File: config.mk
export PLATFORM = sky130hd
export DESIGN_NAME = dram_refresh_seq
export DESIGN_NICKNAME = d
export VERILOG_FILES = /design/src/rtl/dram_rfsh_pkg.sv /design/src/rtl/rfsh_interval.sv /design/src/rtl/rfsh_row_ctr.sv /design/src/rtl/rfsh_seq_fsm.sv /design/src/rtl/dram_refresh_seq.sv
export SDC_FILE = /design/constraint.sdc
export NUM_CORES = 1
export LEC_CHECK = 0
export ABC_AREA = 1
export BUFFER_PORTS_ARGS = -buffer_cell sky130_fd_sc_hd__buf_4
export CAP_MARGIN = 30
export CELL_PAD_IN_SITES_DETAIL_PLACEMENT = 1
export CELL_PAD_IN_SITES_GLOBAL_PLACEMENT = 2
export CORE_MARGIN = 2
export CORE_UTILIZATION = 25
export DETAILED_ROUTE_END_ITERATION = 8
export PLACE_DENSITY_LB_ADDON = 0.1
export SETUP_SLACK_MARGIN = 0.2
export SLEW_MARGIN = 20
export SYNTH_ARGS = -nofsm -noshare
export SYNTH_HDL_FRONTEND = slang
export SYNTH_SLANG_ARGS = --single-unit
File: constraint.sdc
create_clock -name clk -period 4.4 [get_ports clk]
set_input_delay 0.88 -clock clk [delete_from_list [all_inputs] [get_ports clk]]
set_output_delay 0.88 -clock clk [all_outputs]
set_load 0.03 [all_outputs]
File: src/rtl/dram_rfsh_pkg.sv
package dram_rfsh_pkg;

    typedef enum logic [2:0] {
        ST_PAUSE,
        ST_IDLE,
        ST_SETUP,
        ST_ACTIVE,
        ST_PRECH
    } seq_state_e;

    typedef struct packed {
        logic ras_n;
        logic cas_n;
        logic we_n;
        logic addr_oe;
    } strobe_t;

    localparam strobe_t STROBE_REST = '{ras_n: 1'b1, cas_n: 1'b1, we_n: 1'b1, addr_oe: 1'b0};

    function automatic int unsigned max_of4(input int unsigned a, input int unsigned b,
                                            input int unsigned c, input int unsigned d);
        int unsigned m;
        m = a;
        if (b > m) m = b;
        if (c > m) m = c;
        if (d > m) m = d;
        return m;
    endfunction

    // Strobe pattern for a phase; cas_hold keeps CAS low across a precharge
    function automatic strobe_t drive_strobes(input seq_state_e st, input logic ronly,
                                              input logic cas_hold);
        strobe_t s;
        logic    live;
        s     = STROBE_REST;
        live  = (st == ST_SETUP) || (st == ST_ACTIVE);
        s.ras_n   = (st != ST_ACTIVE);
        s.cas_n   = ~(~ronly & (live | ((st == ST_PRECH) & cas_hold)));
        s.addr_oe = ronly & live;
        return s;
    endfunction

endpackage

File: src/rtl/rfsh_interval.sv
module rfsh_interval #(
    parameter int unsigned REFI_CYC = 740,
    parameter int unsigned MAX_PEND = 4
) (
    input  logic clk,
    input  logic rst,
    input  logic run,
    input  logic served,
    output logic pend_any,
    output logic pend_multi,
    output logic overdue
);
    localparam int unsigned TW = $clog2(REFI_CYC + 1);
    localparam int unsigned PW = $clog2(MAX_PEND + 1);

    logic [TW-1:0] tcnt;
    logic [PW-1:0] pend;
    logic          tick;

    assign tick = run && (tcnt == '0);

    always_ff @(posedge clk) begin
        if (rst) begin
            tcnt <= TW'(REFI_CYC - 1);
        end else if (run) begin
            if (tcnt == '0) tcnt <= TW'(REFI_CYC - 1);
            else            tcnt <= tcnt - 1'b1;
        end
    end

    always_ff @(posedge clk) begin
        if (rst) begin
            pend <= '0;
        end else begin
            unique case ({tick, served})
                2'b10:   if (pend != PW'(MAX_PEND)) pend <= pend + 1'b1;
                2'b01:   if (pend != '0)            pend <= pend - 1'b1;
                default: pend <= pend;
            endcase
        end
    end

    always_ff @(posedge clk) begin
        if (rst)                                  overdue <= 1'b0;
        else if (tick && (pend != '0) && !served) overdue <= 1'b1;
    end

    assign pend_any   = (pend != '0);
    assign pend_multi = (pend > PW'(1));

endmodule

File: src/rtl/rfsh_row_ctr.sv
module rfsh_row_ctr #(
    parameter int unsigned ROW_W = 10
) (
    input  logic             clk,
    input  logic             rst,
    input  logic             adv,
    output logic [ROW_W-1:0] row
);
    localparam logic [ROW_W-1:0] ROW_LAST = {ROW_W{1'b1}};

    always_ff @(posedge clk) begin
        if (rst)                        row <= '0;
        else if (adv && row == ROW_LAST) row <= '0;
        else if (adv)                    row <= row + 1'b1;
    end

endmodule

File: src/rtl/rfsh_seq_fsm.sv
module rfsh_seq_fsm
    import dram_rfsh_pkg::*;
#(
    parameter int unsigned PAUSE_CYC   = 10100,
    parameter int unsigned INIT_CYCLES = 8,
    parameter int unsigned T_CSR       = 1,
    parameter int unsigned T_RAS       = 7,
    parameter int unsigned T_RP        = 5
) (
    input  logic    clk,
    input  logic    rst,
    input  logic    mode_ronly,
    input  logic    gnt,
    input  logic    pend_any,
    input  logic    pend_multi,
    output strobe_t strb,
    output logic    own,
    output logic    init_done,
    output logic    served,
    output logic    row_adv
);
    localparam int unsigned DMAX = max_of4(PAUSE_CYC, T_CSR, T_RAS, T_RP);
    localparam int unsigned DW   = $clog2(DMAX + 1);
    localparam int unsigned IW   = $clog2(INIT_CYCLES + 1);

    seq_state_e    state;
    logic [DW-1:0] dcnt;
    logic [IW-1:0] init_left;
    logic          ronly_q;
    logic          chain_q;
    logic          dur_end;
    logic          start_now;
    logic          more_due;

    assign dur_end   = (dcnt == '0);
    assign start_now = (init_left != '0) || (init_done && pend_any && gnt);
    assign more_due  = init_done ? (pend_multi && gnt) : (init_left > IW'(1));

    always_ff @(posedge clk) begin
        if (rst) begin
            state     <= ST_PAUSE;
            dcnt      <= DW'(PAUSE_CYC - 1);
            init_left <= IW'(INIT_CYCLES);
            init_done <= 1'b0;
            ronly_q   <= 1'b0;
            chain_q   <= 1'b0;
        end else begin
            unique case (state)
                ST_PAUSE: begin
                    if (dur_end) state <= ST_IDLE;
                    else         dcnt  <= dcnt - 1'b1;
                end
                ST_IDLE: begin
                    if (start_now) begin
                        state   <= ST_SETUP;
                        dcnt    <= DW'(T_CSR - 1);
                        ronly_q <= mode_ronly;
                        chain_q <= 1'b0;
                    end
                end
                ST_SETUP: begin
                    if (dur_end) begin
                        state <= ST_ACTIVE;
                        dcnt  <= DW'(T_RAS - 1);
                    end else begin
                        dcnt <= dcnt - 1'b1;
                    end
                end
                ST_ACTIVE: begin
                    if (dur_end) begin
                        state   <= ST_PRECH;
                        dcnt    <= DW'(T_RP - 1);
                        chain_q <= !ronly_q && more_due;
                        if (!init_done) init_left <= init_left - 1'b1;
                    end else begin
                        dcnt <= dcnt - 1'b1;
                    end
                end
                ST_PRECH: begin
                    if (dur_end) begin
                        if (chain_q) begin
                            state <= ST_ACTIVE;
                            dcnt  <= DW'(T_RAS - 1);
                        end else begin
                            state <= ST_IDLE;
                            if (init_left == '0) init_done <= 1'b1;
                        end
                    end else begin
                        dcnt <= dcnt - 1'b1;
                    end
                end
                default: state <= ST_IDLE;
            endcase
        end
    end

    assign strb    = drive_strobes(state, ronly_q, chain_q);
    assign own     = (state == ST_SETUP) || (state == ST_ACTIVE) || (state == ST_PRECH);
    assign served  = (state == ST_ACTIVE) && dur_end && init_done;
    assign row_adv = (state == ST_ACTIVE) && dur_end && ronly_q;

endmodule

File: src/rtl/dram_refresh_seq.sv
module dram_refresh_seq
    import dram_rfsh_pkg::*;
#(
    parameter int unsigned ROW_W       = 10,
    parameter int unsigned PAUSE_CYC   = 10100,
    parameter int unsigned INIT_CYCLES = 8,
    parameter int unsigned REFI_CYC    = 740,
    parameter int unsigned MAX_PEND    = 4,
    parameter int unsigned T_CSR       = 1,
    parameter int unsigned T_RAS       = 7,
    parameter int unsigned T_RP        = 5
) (
    input  logic             clk,
    input  logic             rst,
    input  logic             ras_only_mode,
    input  logic             ref_gnt,
    output logic             ref_req,
    output logic             strobe_own,
    output logic             ras_n,
    output logic             cas_n,
    output logic             we_n,
    output logic [ROW_W-1:0] addr,
    output logic             addr_oe,
    output logic             init_done,
    output logic             ref_overdue
);
    strobe_t          strb;
    logic             pend_any;
    logic             pend_multi;
    logic             served;
    logic             row_adv;
    logic [ROW_W-1:0] row;

    rfsh_interval #(
        .REFI_CYC (REFI_CYC),
        .MAX_PEND (MAX_PEND)
    ) u_interval (
        .clk        (clk),
        .rst        (rst),
        .run        (init_done),
        .served     (served),
        .pend_any   (pend_any),
        .pend_multi (pend_multi),
        .overdue    (ref_overdue)
    );

    rfsh_row_ctr #(
        .ROW_W (ROW_W)
    ) u_row (
        .clk (clk),
        .rst (rst),
        .adv (row_adv),
        .row (row)
    );

    rfsh_seq_fsm #(
        .PAUSE_CYC   (PAUSE_CYC),
        .INIT_CYCLES (INIT_CYCLES),
        .T_CSR       (T_CSR),
        .T_RAS       (T_RAS),
        .T_RP        (T_RP)
    ) u_fsm (
        .clk        (clk),
        .rst        (rst),
        .mode_ronly (ras_only_mode),
        .gnt        (ref_gnt),
        .pend_any   (pend_any),
        .pend_multi (pend_multi),
        .strb       (strb),
        .own        (strobe_own),
        .init_done  (init_done),
        .served     (served),
        .row_adv    (row_adv)
    );

    assign ras_n   = strb.ras_n;
    assign cas_n   = strb.cas_n;
    assign we_n    = strb.we_n;
    assign addr_oe = strb.addr_oe;
    assign addr    = strb.addr_oe ? row : '0;
    assign ref_req = init_done && (pend_any || strobe_own);

endmodule

==> metrics.md, run 1 <==
| Metric | Value |
|---|---|
| Worst hold slack | `0.4600 ns` |
| # hold bufs at CTS | `0` |
| Clock Sinks | `48` |
| Cell internal pwr | `828.8 uW` |
| Sequential share of power | `0.409` |
| Most frequent CP cell | `nor2_1` |
| Routed len/inst | `13.23 um` |
| Slowest CP cell | `dfxtp_1` |
| Top_reg_cell synth | `dfxtp_1` |
| RSZ-0062 raised after global routing | `no` |
| Post-synthesis sequential area ratio | `0.3373` |
| Max Cap Viol | `0` |
| Critical path's largest stage delay | `0.42 ns` |
| Post-layout nets | `456` |
| Final Power | `1324 uW` |
| Iteration-0 DRC Markers | `86` |
| Slew HR | `0.6336` |
| Number of distinct library cells after synthesis | `35` |
| Register bit count reported by yosys | `48` |
| Vias | `2618` |
| Skew-Pair Late Insertion Delay | `0.29 ns` |
| Clk root buf | `clkbuf_16` |
| Ant diodes | `0` |
| EDFF count, synth | `0` |
| Async SR Flop Fraction | `0` |
| Fin cells | `582` |
| Peak VDD IR | `0.1885 mV` |
| Max FO, Critical Path | `10` |
| TNS Setup | `0 ns` |
| Critical Path Start | `u_fsm.state[1]$_SDFFE_PP0P_` |
| Num CTS Buffers | `5` |
| HP Class | `reg -> reg` |
| FP Rows | `38` |
| Vias in the first global route | `2745` |
| First-pass GRT wire length | `13580 um` |
| Largest net degree at the start of global routing | `24` |
| Worst slew pin tran | `0.5488 ns` |
| Ratio of final minimum period to clock period | `0.5773` |
| Comb power frac | `0.307` |
| Startpoint types | `register` |
| Status | `completed` |
| Switching share of total power | `0.3738` |
| Slew Viols, Final | `0` |
| Cell count along the critical path | `5` |
| DRT antenna net count | `0` |
| Critical Path AT | `1.66 ns` |
| Clock Skew | `0.006430 ns` |
| Final Hold Fails | `0` |
| Top-area cell type share of the netlist area | `0.3373` |
| Die H | `110.8 um` |
| Post-Syn Nets | `435` |
| Core Region | `10980 um^2` |
| Ports | `22` |
| Number of port buffers | `20` |
| DR DRC count | `0` |
| Die Wd | `110.8 um` |
| Cells on worst reg2reg path | `12` |
| Synth area leader | `dfxtp_1` |
| Synth top area cells | `dfxtp_1 (34%), nand2_1 (12%), inv_1 (7.5%)` |
| Tmin final | `2.540 ns` |
| GRT overflow | `0` |
| Crit path kind | `reg -> out` |
| Routed vias/inst | `4.498` |
| CTS tree | `done` |
| Share of layout cells above drive strength 1 | `0.1199` |
| Fmax | `393.7 MHz` |
| H-tree levels | `2` |
| Delay-heaviest family, CP | `simple AND/OR/NAND/NOR gates` |
| Setup violations, final | `0` |
| Starting Density | `0.2594` |
| Final WL | `7698 um` |
| Avg Inst Size Synth | `6.767 um^2` |
| Clk slew on worst S/H paths | `0.06 ns` |
| Post-DP HPWL | `6049 um` |
| List of most frequent post-synthesis cells | `nand2_1 (88), inv_1 (57), nor2_1 (55)` |
| Gr usage total | `0.1348` |
| Hold Path Depth | `2` |
| Post-CTS sizing | `0` |
| Reg2Reg Setup Slack | `2.19 ns` |
| DP Cell Count | `575` |
| P_sw | `494.8 uW` |
| DR pass1 iterations | `4` |
| Crit-path cells | `nand2_1 -> nor2_1 -> clkinv_1 -> nor2_1 -> buf_4` |
| Area Overhead vs Synth | `14.67%` |
| Critical Path RT | `3.52 ns` |
| Die Area | `12270 um^2` |
| Critical path capture point | `addr[4]` |
| Cell Pwr Density | `405.2 nW/um^2` |
| Yosys warning total | `0` |
| Synthesized area | `2849 um^2` |
| Maximum clock insertion buffer count | `2` |
| Clock Power Share | `0.284` |
| Post-CTS Setup Bufs | `0` |
| RR Endpoint | `u_fsm.dcnt[1]$_SDFFE_PP1P_` |
| Placer Congestion | `0.7253` |
| CP bufs+invs | `2` |
| Initial antenna violation count | `0` |
| R2R Path Start | `u_interval.pend[0]$_SDFFE_PP0P_` |
| Critical Path Sink Type | `output port` |
| Most common cell in the netlist | `nand2_1` |
| Post-Syn Instances | `421` |
| Static Leakage | `0.001436 uW` |
-- power by group through the flow --
stage / clock (uW) / sequential [uW] / combinational [uW]
final: 376 / 541 / 407
after global routing: 408 / 553 / 473
after CTS: 396 / 542 / 413
after detailed placement: 0 / 552 / 411
after global placement: 0 / 551 / 410
after floorplan: 0 / 536 / 307
-- worst min-delay path by stage --
stage,slack [ns],start,endpoint
floorplan,0.44,u_fsm.dcnt[1]$_SDFFE_PP1P_,u_fsm.dcnt[1]$_SDFFE_PP1P_
global placement,0.44,u_interval.overdue$_SDFFE_PP0P_,u_interval.overdue$_SDFFE_PP0P_
detailed placement,0.45,u_interval.overdue$_SDFFE_PP0P_,u_interval.overdue$_SDFFE_PP0P_
CTS,0.46,u_interval.overdue$_SDFFE_PP0P_,u_interval.overdue$_SDFFE_PP0P_
global route,0.48,u_interval.overdue$_SDFFE_PP0P_,u_interval.overdue$_SDFFE_PP0P_
finish,0.46,u_interval.overdue$_SDFFE_PP0P_,u_interval.overdue$_SDFFE_PP0P_
-- metal layers --
metal,track usage,vias up,share of wire
met1,0.1807,1200,0.50
met3,0.02570,8,0.023
met4,0.03250,0,0.010
li1,-,1389,-
met5,0,-,0
met2,0.2237,21,0.47
-- logic make-up (layout without fill, tap and decap cells) --
logic type	count (synthesis)	after routing	share of synthesized area
AOI/OAI and AO/OA	59	59	0.1085
xor gates and xnor gates	10	10	0.03074
adders and majority gates	10	10	0.04392
and+or+nand+nor	224	224	0.3795
other	1	1	0.001316
DFF	48	48	0.3373
buffers and inverters	69	90	0.09882
-- sequential cells by signal (all words and copies together) (netlist names) --
signal              cells
u_fsm.chain_q           1
u_fsm.dcnt             14
u_fsm.init_done         1
u_fsm.init_left         4
u_fsm.ronly_q           1
u_fsm.state             3
u_interval.overdue      1
u_interval.pend         3
u_interval.tcnt        10
u_row.row              10
-- placed cells by master (no fill, tap or decap), drive strengths merged --
cell type / synthesis / routed
nor3: 9 / 9
nor3b: 1 / 1
clkinv: 2 / 3
nor4: 2 / 2
and3: 1 / 1
xor2: 7 / 7
conb: 1 / 1
dfxtp: 48 / 48
xnor2: 3 / 3
clkbuf: 2 / 6
o221ai: 2 / 2
inv: 60 / 60
o21ai: 22 / 22
nand3: 43 / 43
ha: 10 / 10
or2: 2 / 2
nand2: 93 / 93
buf: 5 / 21
a21oi: 34 / 34
nand4: 6 / 6
o211ai: 1 / 1
nor2: 67 / 67
-- stage by stage --
step	worst slack, ns	utilization	area (um^2)
final	1.860	0.2974	3267
after global routing	1.591	0.2974	3267
after CTS	1.823	0.2974	3267
after detailed placement	2.010	0.2853	3133
after global placement	2.085	0.2853	3133
after floorplan	1.736	-	2849
-- cell type report --
cell class,count,area (um^2)
Clock buffer,6,128.9
Clock inverter,1,5.005
Fill cell,1405,7716
Inverter,62,232.7
Multi-Input combinational cell,304,1607
Sequential cell,48,960.9
Tap cell,140,175.2
Timing Repair Buffer,21,157.7
-- worst min-delay path: stages (launching register included) --
cell,delay [ns]
dfxtp_1,0.31
inv_1,0.05
a21oi_1,0.05
Power figures use the tool's default switching activity.
==> inputs of run 2 (changes only) <==
- ABC_AREA: 1 -> 0
- clock period: 4.4 -> 2.3 ns (I/O delays scaled with it)
==> run 2 against run 1 <==
- sequential power rose by 55%
- first-iteration DRC count fell by 17%
- clock skew rose by 0.0052 ns
- worst hold slack got worse by 0.015 ns
- sequential share of layout area fell by 3.9 points
- die area fell by 6.6%
==> metrics.md, run 2 <==
| Metric | Value |
|---|---|
| Synthesized area | `2654 um^2 (was 2849 um^2)` |
| DR DRC count | `0 (unchanged)` |
| Ant diodes | `0 (unchanged)` |
| Clk root buf | `clkbuf_8 (was clkbuf_16)` |
| Worst slew pin tran | `0.5878 ns (was 0.5488 ns)` |
| Fmax | `446.1 MHz` |
| Share of layout cells above drive strength 1 | `0.3473 (was 0.1199)` |
| Utilization after layout | `0.3684 (was 0.2974)` |
| Reg2Reg Setup Slack | `0.06 ns (was 2.19 ns)` |
| Placer Congestion | `0.7020 (was 0.7253)` |
| Yosys warning total | `0 (unchanged)` |
| Top_reg_cell synth | `dfxtp_1 (unchanged)` |
| Number of port buffers | `20 (unchanged)` |
| Biggest regs | `u_fsm.dcnt x14, u_interval.tcnt x10, u_row.row x10 (unchanged)` |
| Max reg flops | `14 (unchanged)` |
| Routed vias/inst | `4.814 (was 4.498)` |
| Startpoint types | `register (unchanged)` |
| Synth top area cells | `dfxtp_1 (36%), xor2_1 (7.3%), nor2_1 (5.8%) (was dfxtp_1 (34%), nand2_1 (12%), inv_1 (7.5%))` |
| Top reg by flops | `u_fsm.dcnt (unchanged)` |
| Post-DP HPWL | `5992 um (was 6049 um)` |
| Worst hold start | `ras_only_mode (was u_interval.overdue$_SDFFE_PP0P_)` |
| Hold Path Depth | `3 (was 2)` |
| Die H | `107.0 um (was 110.8 um)` |
| Ratio of final minimum period to clock period | `0.9746` |
| GRT overflow | `0 (unchanged)` |
| Clk slew on worst S/H paths | `0.10 ns (was 0.06 ns)` |
| Final WL | `8236 um (was 7698 um)` |
| Critical Path RT | `2.56 ns (was 3.52 ns)` |
| Num CTS Buffers | `5 (unchanged)` |
| Commonest non-fill, non-tap cell in the layout | `buf_4 (was nand2_1)` |
| Tmin final | `2.242 ns` |
| Slew Viols, Final | `0 (unchanged)` |
| Vias | `2609 (was 2618)` |
| Clock Skew | `0.01165 ns (was 0.006430 ns)` |
| Die Wd | `107.0 um (was 110.8 um)` |
| FP Rows | `37 (was 38)` |
| Vias in the first global route | `2674 (was 2745)` |
| Max Cap Viol | `0 (unchanged)` |
| Clock Sinks | `48 (unchanged)` |
| R2R Path Start | `u_fsm.dcnt[9]$_SDFFE_PP1P_ (was u_interval.pend[0]$_SDFFE_PP0P_)` |
| CTS tree | `done (unchanged)` |
| Starting Density | `0.2571 (was 0.2594)` |
| Status | `completed (unchanged)` |
| Avg Inst Size Synth | `8.166 um^2 (was 6.767 um^2)` |
| Placed standard-cell area | `3311 um^2 (was 3133 um^2)` |
| RSZ-0062 raised after global routing | `yes (was no)` |
| Most frequent cells in the layout | `buf_4 (72), dfxtp_1 (42), nor2_1 (36) (was nand2_1 (88), inv_1 (57), nor2_1 (55))` |
| Async SR Flop Fraction | `0 (unchanged)` |
| Number of distinct library cells after synthesis | `56 (was 35)` |
| Initial antenna violation count | `0 (unchanged)` |
| Register bit count reported by yosys | `48 (unchanged)` |
| Critical Path Sink Type | `register (was output port)` |
| Slew HR | `0.6028 (was 0.6336)` |
| Final Hold Fails | `0 (unchanged)` |
| HP Class | `in -> reg (was reg -> reg)` |
| Post-layout nets | `419 (was 456)` |
| Setup violations, final | `0 (unchanged)` |
| List of most frequent post-synthesis cells | `dfxtp_1 (48), nor2_1 (41), nand2_1 (33) (was nand2_1 (88), inv_1 (57), nor2_1 (55))` |
| EDFF count, synth | `0 (unchanged)` |
| DRT antenna net count | `0 (unchanged)` |
| Post-Syn Nets | `339 (was 435)` |
| Worst Hold End | `u_fsm.ronly_q$_SDFFE_PP0P_ (was u_interval.overdue$_SDFFE_PP0P_)` |
| DR pass1 iterations | `4 (unchanged)` |
| Synth area leader | `dfxtp_1 (unchanged)` |
| Maximum clock insertion buffer count | `2 (unchanged)` |
| H-tree levels | `2 (unchanged)` |
| Ports | `22 (unchanged)` |
| Gr usage total | `0.1497 (was 0.1348)` |
| Core Region | `10320 um^2 (was 10980 um^2)` |
| RR Endpoint | `u_interval.pend[2]$_SDFFE_PP0P_ (was u_fsm.dcnt[1]$_SDFFE_PP1P_)` |
| Cells on worst reg2reg path | `6 (was 12)` |
| Post-synthesis sequential area ratio | `0.3621 (was 0.3373)` |
| Crit path kind | `reg -> reg (was reg -> out)` |
| Max FO, Critical Path | `3 (was 10)` |
| Final instance area | `3804 um^2 (was 3267 um^2)` |
| Critical Path AT | `2.50 ns (was 1.66 ns)` |
| Die Area | `11460 um^2 (was 12270 um^2)` |
| Cell Pwr Density | `420.7 nW/um^2 (was 405.2 nW/um^2)` |
| # hold bufs at CTS | `0 (unchanged)` |
| Post-Syn Instances | `325 (was 421)` |
| Static Leakage | `0.001533 uW (was 0.001436 uW)` |
| Area Overhead vs Synth | `43.33% (was 14.67%)` |
| First-pass GRT wire length | `13540 um (was 13580 um)` |
| TNS Setup | `0 ns (unchanged)` |
| Iteration-0 DRC Markers | `71 (was 86)` |
| Peak VDD IR | `0.2066 mV (was 0.1885 mV)` |
| Largest net degree at the start of global routing | `20 (was 24)` |
| Routed len/inst | `15.20 um (was 13.23 um)` |
| Final Power | `1600 uW (was 1324 uW)` |
| Top-area cell type share of the netlist area | `0.3621 (was 0.3373)` |
| Most common cell in the netlist | `dfxtp_1 (was nand2_1)` |
| Skew-Pair Late Insertion Delay | `0.31 ns (was 0.29 ns)` |
==> run 2: cell types whose count changed after synthesis, sizes merged, moves of 15 or more <==
cell | previous run | this run
nor2 | 67 | 41
nand2 | 93 | 33
a21oi | 34 | 14
nand3 | 43 | 15
inv | 60 | 12
xor2 | 7 | 22
==> run 2: report_power, final <==
| part | switching (uW) | internal, uW |
|---|---|---|
| Sequential | 4.83 | 836 |
| Combinational | 42.4 | 29.1 |
| Clock | 303 | 384 |
==> run 2: final cells by class <==
type,count,area [um^2]
Sequential cell,48,970.9
Inverter,12,45.04
Clock inverter,1,30.03
Clock buffer,7,96.34
Timing Repair Buffer,84,684.4
Multi-Input combinational cell,254,1807
Tap cell,136,170.2
Fill cell,1231,6520
==> run 2: per-layer routing <==
| layer | track usage | vias up | wire length (um) |
|---|---|---|---|
| met5 | 0 | - | 0 |
| met4 | 0.03896 | 0 | 92 |
| met3 | 0.02492 | 6 | 178 |
| met2 | 0.2550 | 22 | 3990 |
| met1 | 0.1953 | 1270 | 3974 |
| li1 | - | 1311 | - |
==> run 2: worst max-delay path, stage by stage (launching register included) <==
cell     delay [ns]
dfxtp_2        0.34
or3_4          0.39
or4_4          0.53
nor3_4         0.29
a41o_2         0.24
or3b_1         0.34
nand4_1        0.07
==> run 2: stage by stage <==
step           std cells  hold slack (ns)  worst slack [ns]
2_1_floorplan        325           0.4612           0.01668
3_3_place_gp         514           0.4848           0.03000
3_5_place_dp         514           0.4835          -0.01208
4_1_cts              530           0.4364           0.03771
5_1_grt              542           0.4534          -0.02472
6_report             542           0.4453           0.05832
==> run 2: how the worst max path moves through the flow <==
stage	startpoint	to	depth (start not counted)
2_1_floorplan	u_fsm.init_done$_SDFFE_PP0P_	u_interval.tcnt[9]$_SDFFE_PP1P_	7
3_3_place_gp	u_fsm.init_left[0]$_SDFFE_PP0P_	u_fsm.dcnt[2]$_SDFFE_PP0P_	9
3_5_place_dp	u_fsm.init_left[1]$_SDFFE_PP0P_	u_fsm.dcnt[13]$_SDFFE_PP1P_	9
4_1_cts	u_fsm.dcnt[4]$_SDFFE_PP1P_	u_interval.pend[2]$_SDFFE_PP0P_	6
5_1_grt	u_fsm.dcnt[4]$_SDFFE_PP1P_	u_interval.pend[2]$_SDFFE_PP0P_	9
6_report	u_fsm.dcnt[9]$_SDFFE_PP1P_	u_interval.pend[2]$_SDFFE_PP0P_	6
==> run 2: what timing repair did <==
item,4_1_cts,5_1_grt
buffers inserted,8,11
resized for setup,19,41
endpoints found under the setup margin,39,50
pin swaps,6,17
hold endpoints to repair,0,0
cloned,0,1
==> run 2: cells by family after synthesis <==
kind of cell | Yosys count | share of synthesized area
DFF | 48 | 0.3621
other | 1 | 0.001413
AOI/OAI and AO/OA | 53 | 0.1287
xor gates and xnor gates | 29 | 0.09571
buffers and inverters | 23 | 0.03442
adders and majority gates | 10 | 0.04715
and+or+nand+nor | 158 | 0.3183
muxes | 3 | 0.01226
==> inputs of run 3 (changes only) <==
- CTS_BUF_LIST: unset -> sky130_fd_sc_hd__clkbuf_8
- PLACE_DENSITY: unset -> 0.59
- PLACE_DENSITY_LB_ADDON: 0.1 -> unset
==> run 3 against run 2 <==
- highest routed layer unchanged
- cell count shrank 0.74%
- non-clock buffer count shrank 5
- sequential cell count is the same
- maximum frequency grew 0.40%
- clock skew increased by 0.00056 ns
- sequential power is essentially flat
- setup slack better by 0.0090 ns
- count of clock-buffer cells in the layout shrank 2
- global-route usage decreased by 0.35 points
==> metrics.md, run 3 (synthesized netlist as in run 2, its figures left out) <==
| Metric | Value |
|---|---|
| Status | `completed (unchanged)` |
| Initial antenna violation count | `0 (unchanged)` |
| Setup violations, final | `0 (unchanged)` |
| Gr usage total | `0.1462 (was 0.1497)` |
| TNS Setup | `0 ns (unchanged)` |
| Most frequent cells in the layout | `buf_4 (66), dfxtp_1 (41), nor2_1 (39) (was buf_4 (72), dfxtp_1 (42), nor2_1 (36))` |
| Worst hold start | `ras_only_mode (unchanged)` |
| Ports | `22 (unchanged)` |
| Clock Sinks | `48 (unchanged)` |
| Slew HR | `0.6036 (was 0.6028)` |
| Die Wd | `107.0 um (unchanged)` |
| Post-layout nets | `415 (was 419)` |
| Tmin final | `2.233 ns (was 2.242 ns)` |
| Starting Density | `0.2571 (unchanged)` |
| Cells on worst reg2reg path | `6 (unchanged)` |
| Ratio of final minimum period to clock period | `0.9707 (was 0.9746)` |
| H-tree levels | `2 (unchanged)` |
| Num CTS Buffers | `5 (unchanged)` |
| Clk root buf | `clkbuf_8 (unchanged)` |
| Maximum clock insertion buffer count | `2 (unchanged)` |
| Cell Pwr Density | `398.4 nW/um^2 (was 420.7 nW/um^2)` |
| Critical Path AT | `2.49 ns (was 2.50 ns)` |
| Routed len/inst | `16.28 um (was 15.20 um)` |
| Peak VDD IR | `0.1957 mV (was 0.2066 mV)` |
| Gr busiest metal | `met2 (unchanged)` |
| Core Region | `10320 um^2 (unchanged)` |
| Post-DP HPWL | `5878 um (was 5992 um)` |
| First-pass GRT wire length | `13210 um (was 13540 um)` |
| Largest net degree at the start of global routing | `20 (unchanged)` |
| Critical Path RT | `2.56 ns (about the same)` |
| Clk slew on worst S/H paths | `0.09 ns (was 0.10 ns)` |
| Die H | `107.0 um (unchanged)` |
| Number of port buffers | `20 (unchanged)` |
| Crit path kind | `reg -> reg (unchanged)` |
| Vias in the first global route | `2508 (was 2674)` |
| Biggest regs | `u_fsm.dcnt x14, u_interval.tcnt x10, u_row.row x10 (unchanged)` |
| GRT overflow | `0 (unchanged)` |
| Worst slew pin tran | `0.5867 ns (was 0.5878 ns)` |
| HP Class | `in -> reg (unchanged)` |
| Max Cap Viol | `0 (unchanged)` |
| Routed vias/inst | `4.851 (was 4.814)` |
| # hold bufs at CTS | `0 (unchanged)` |
| Met2 Use GR | `0.2392 (was 0.2550)` |
| Critical Path Sink Type | `register (unchanged)` |
| Share of layout cells above drive strength 1 | `0.3806 (was 0.3473)` |
| Final Hold Fails | `0 (unchanged)` |
| Clock Skew | `0.01221 ns (was 0.01165 ns)` |
| Fill cell total of the finished layout | `1200 (was 1231)` |
| RR Endpoint | `u_interval.pend[2]$_SDFFE_PP0P_ (unchanged)` |
| Max reg flops | `14 (unchanged)` |
| Area Overhead vs Synth | `47.29% (was 43.33%)` |
| Fmax | `447.9 MHz (was 446.1 MHz)` |
| Final WL | `8756 um (was 8236 um)` |
| R2R Path Start | `u_fsm.dcnt[4]$_SDFFE_PP1P_ (was u_fsm.dcnt[9]$_SDFFE_PP1P_)` |
| Static Leakage | `0.001527 uW (was 0.001533 uW)` |
| DR DRC count | `0 (unchanged)` |
| RSZ-0062 raised after global routing | `yes (unchanged)` |
| Skew-Pair Late Insertion Delay | `0.32 ns (was 0.31 ns)` |
| Top reg by flops | `u_fsm.dcnt (unchanged)` |
| Placer Congestion | `0.7851 (was 0.7020)` |
| Vias | `2610 (was 2609)` |
| Commonest non-fill, non-tap cell in the layout | `buf_4 (unchanged)` |
| GRT met1 Usage | `0.1948 (was 0.1953)` |
| Met3 Use GR | `0.02614 (was 0.02492)` |
| Reg2Reg Setup Slack | `0.07 ns (was 0.06 ns)` |
| Slew Viols, Final | `0 (unchanged)` |
| Hold Path Depth | `3 (unchanged)` |
| CTS tree | `done (unchanged)` |
| Final Power | `1557 uW (was 1600 uW)` |
| DR pass1 iterations | `4 (unchanged)` |
| Startpoint types | `register (unchanged)` |
| Iteration-0 DRC Markers | `80 (was 71)` |
| FP Rows | `37 (unchanged)` |
| Die Area | `11460 um^2 (unchanged)` |
| DRT antenna net count | `0 (unchanged)` |
| Max FO, Critical Path | `4 (was 3)` |
| Worst Hold End | `u_fsm.ronly_q$_SDFFE_PP0P_ (unchanged)` |
| Ant diodes | `0 (unchanged)` |
-- run 3: cell count changes in the layout (fill, tap and decap cells not counted), moves of 3 or more --
cell | previous run | this run
o21ai_0 | 11 | 6
nor2_1 | 36 | 39
o21ai_1 | 4 | 7
nand3_2 | 2 | 7
nor2_2 | 4 | 0
nand3_1 | 12 | 7
buf_4 | 72 | 66
-- run 3: per-layer routing --
metal | wire length (um) | vias to the layer above
met5 | 0 | -
met4 | 99 | 0
met3 | 130 | 5
met2 | 4207 | 11
met1 | 4319 | 1287
li1 | - | 1307
-- run 3: layout make-up --
type                            instances  area, um^2  area share
Multi-Input combinational cell        255        1937      0.4955
Inverter                               12       51.30     0.01312
Timing Repair Buffer                   79       664.4      0.1700
Clock buffer                            5       68.82     0.01761
Sequential cell                        48       974.7      0.2494
Clock inverter                          3       42.54     0.01088
Tap cell                              136       170.2     0.04353
-- run 3: worst max path at each step --
stage,cells past startpoint,from,endpoint
4_1_cts,6,u_fsm.dcnt[4]$_SDFFE_PP1P_,u_interval.pend[2]$_SDFFE_PP0P_
2_1_floorplan,7,u_fsm.init_done$_SDFFE_PP0P_,u_interval.tcnt[9]$_SDFFE_PP1P_
3_3_place_gp,9,u_fsm.init_left[1]$_SDFFE_PP0P_,u_fsm.dcnt[1]$_SDFFE_PP1P_
3_5_place_dp,9,u_fsm.init_left[1]$_SDFFE_PP0P_,u_fsm.dcnt[6]$_SDFFE_PP1P_
5_1_grt,9,u_fsm.dcnt[4]$_SDFFE_PP1P_,u_row.row[0]$_SDFFE_PP0P_
6_report,6,u_fsm.dcnt[4]$_SDFFE_PP1P_,u_interval.pend[2]$_SDFFE_PP0P_
-- run 3: per-stage QoR --
step | utilization | hold WS (ns) | setup WS, ns | cell area, um^2 | instances
finish | 0.3786 | 0.4295 | 0.06728 | 3909 | 538
global route | 0.3786 | 0.4427 | -0.02736 | 3909 | 538
CTS | 0.3352 | 0.4147 | 0.08303 | 3461 | 515
detailed placement | 0.3127 | 0.4819 | -0.06857 | 3228 | 503
global placement | 0.3127 | 0.4779 | -0.008517 | 3228 | 503
floorplan | - | 0.4612 | 0.01668 | 2700 | 325
-- run 3: what timing repair did --
item / CTS / global route
buffers inserted: 4 / 20
setup endpoints to repair: 40 / 45
resized for setup: 22 / 67
cloned: 0 / 3
pin swaps: 7 / 35
-- run 3: power by group --
group / switching, uW / internal [uW]
Sequential: 5.68 / 835
Combinational: 43.7 / 32.8
Clock: 318 / 322
-- run 3: worst max-delay path, cell delays in order (launching register included) --
cell	delay [ns]
dfxtp_2	0.33
or4_4	0.54
or3_4	0.39
nor3_4	0.25
a41o_2	0.25
or3b_1	0.35
nand4_1	0.07
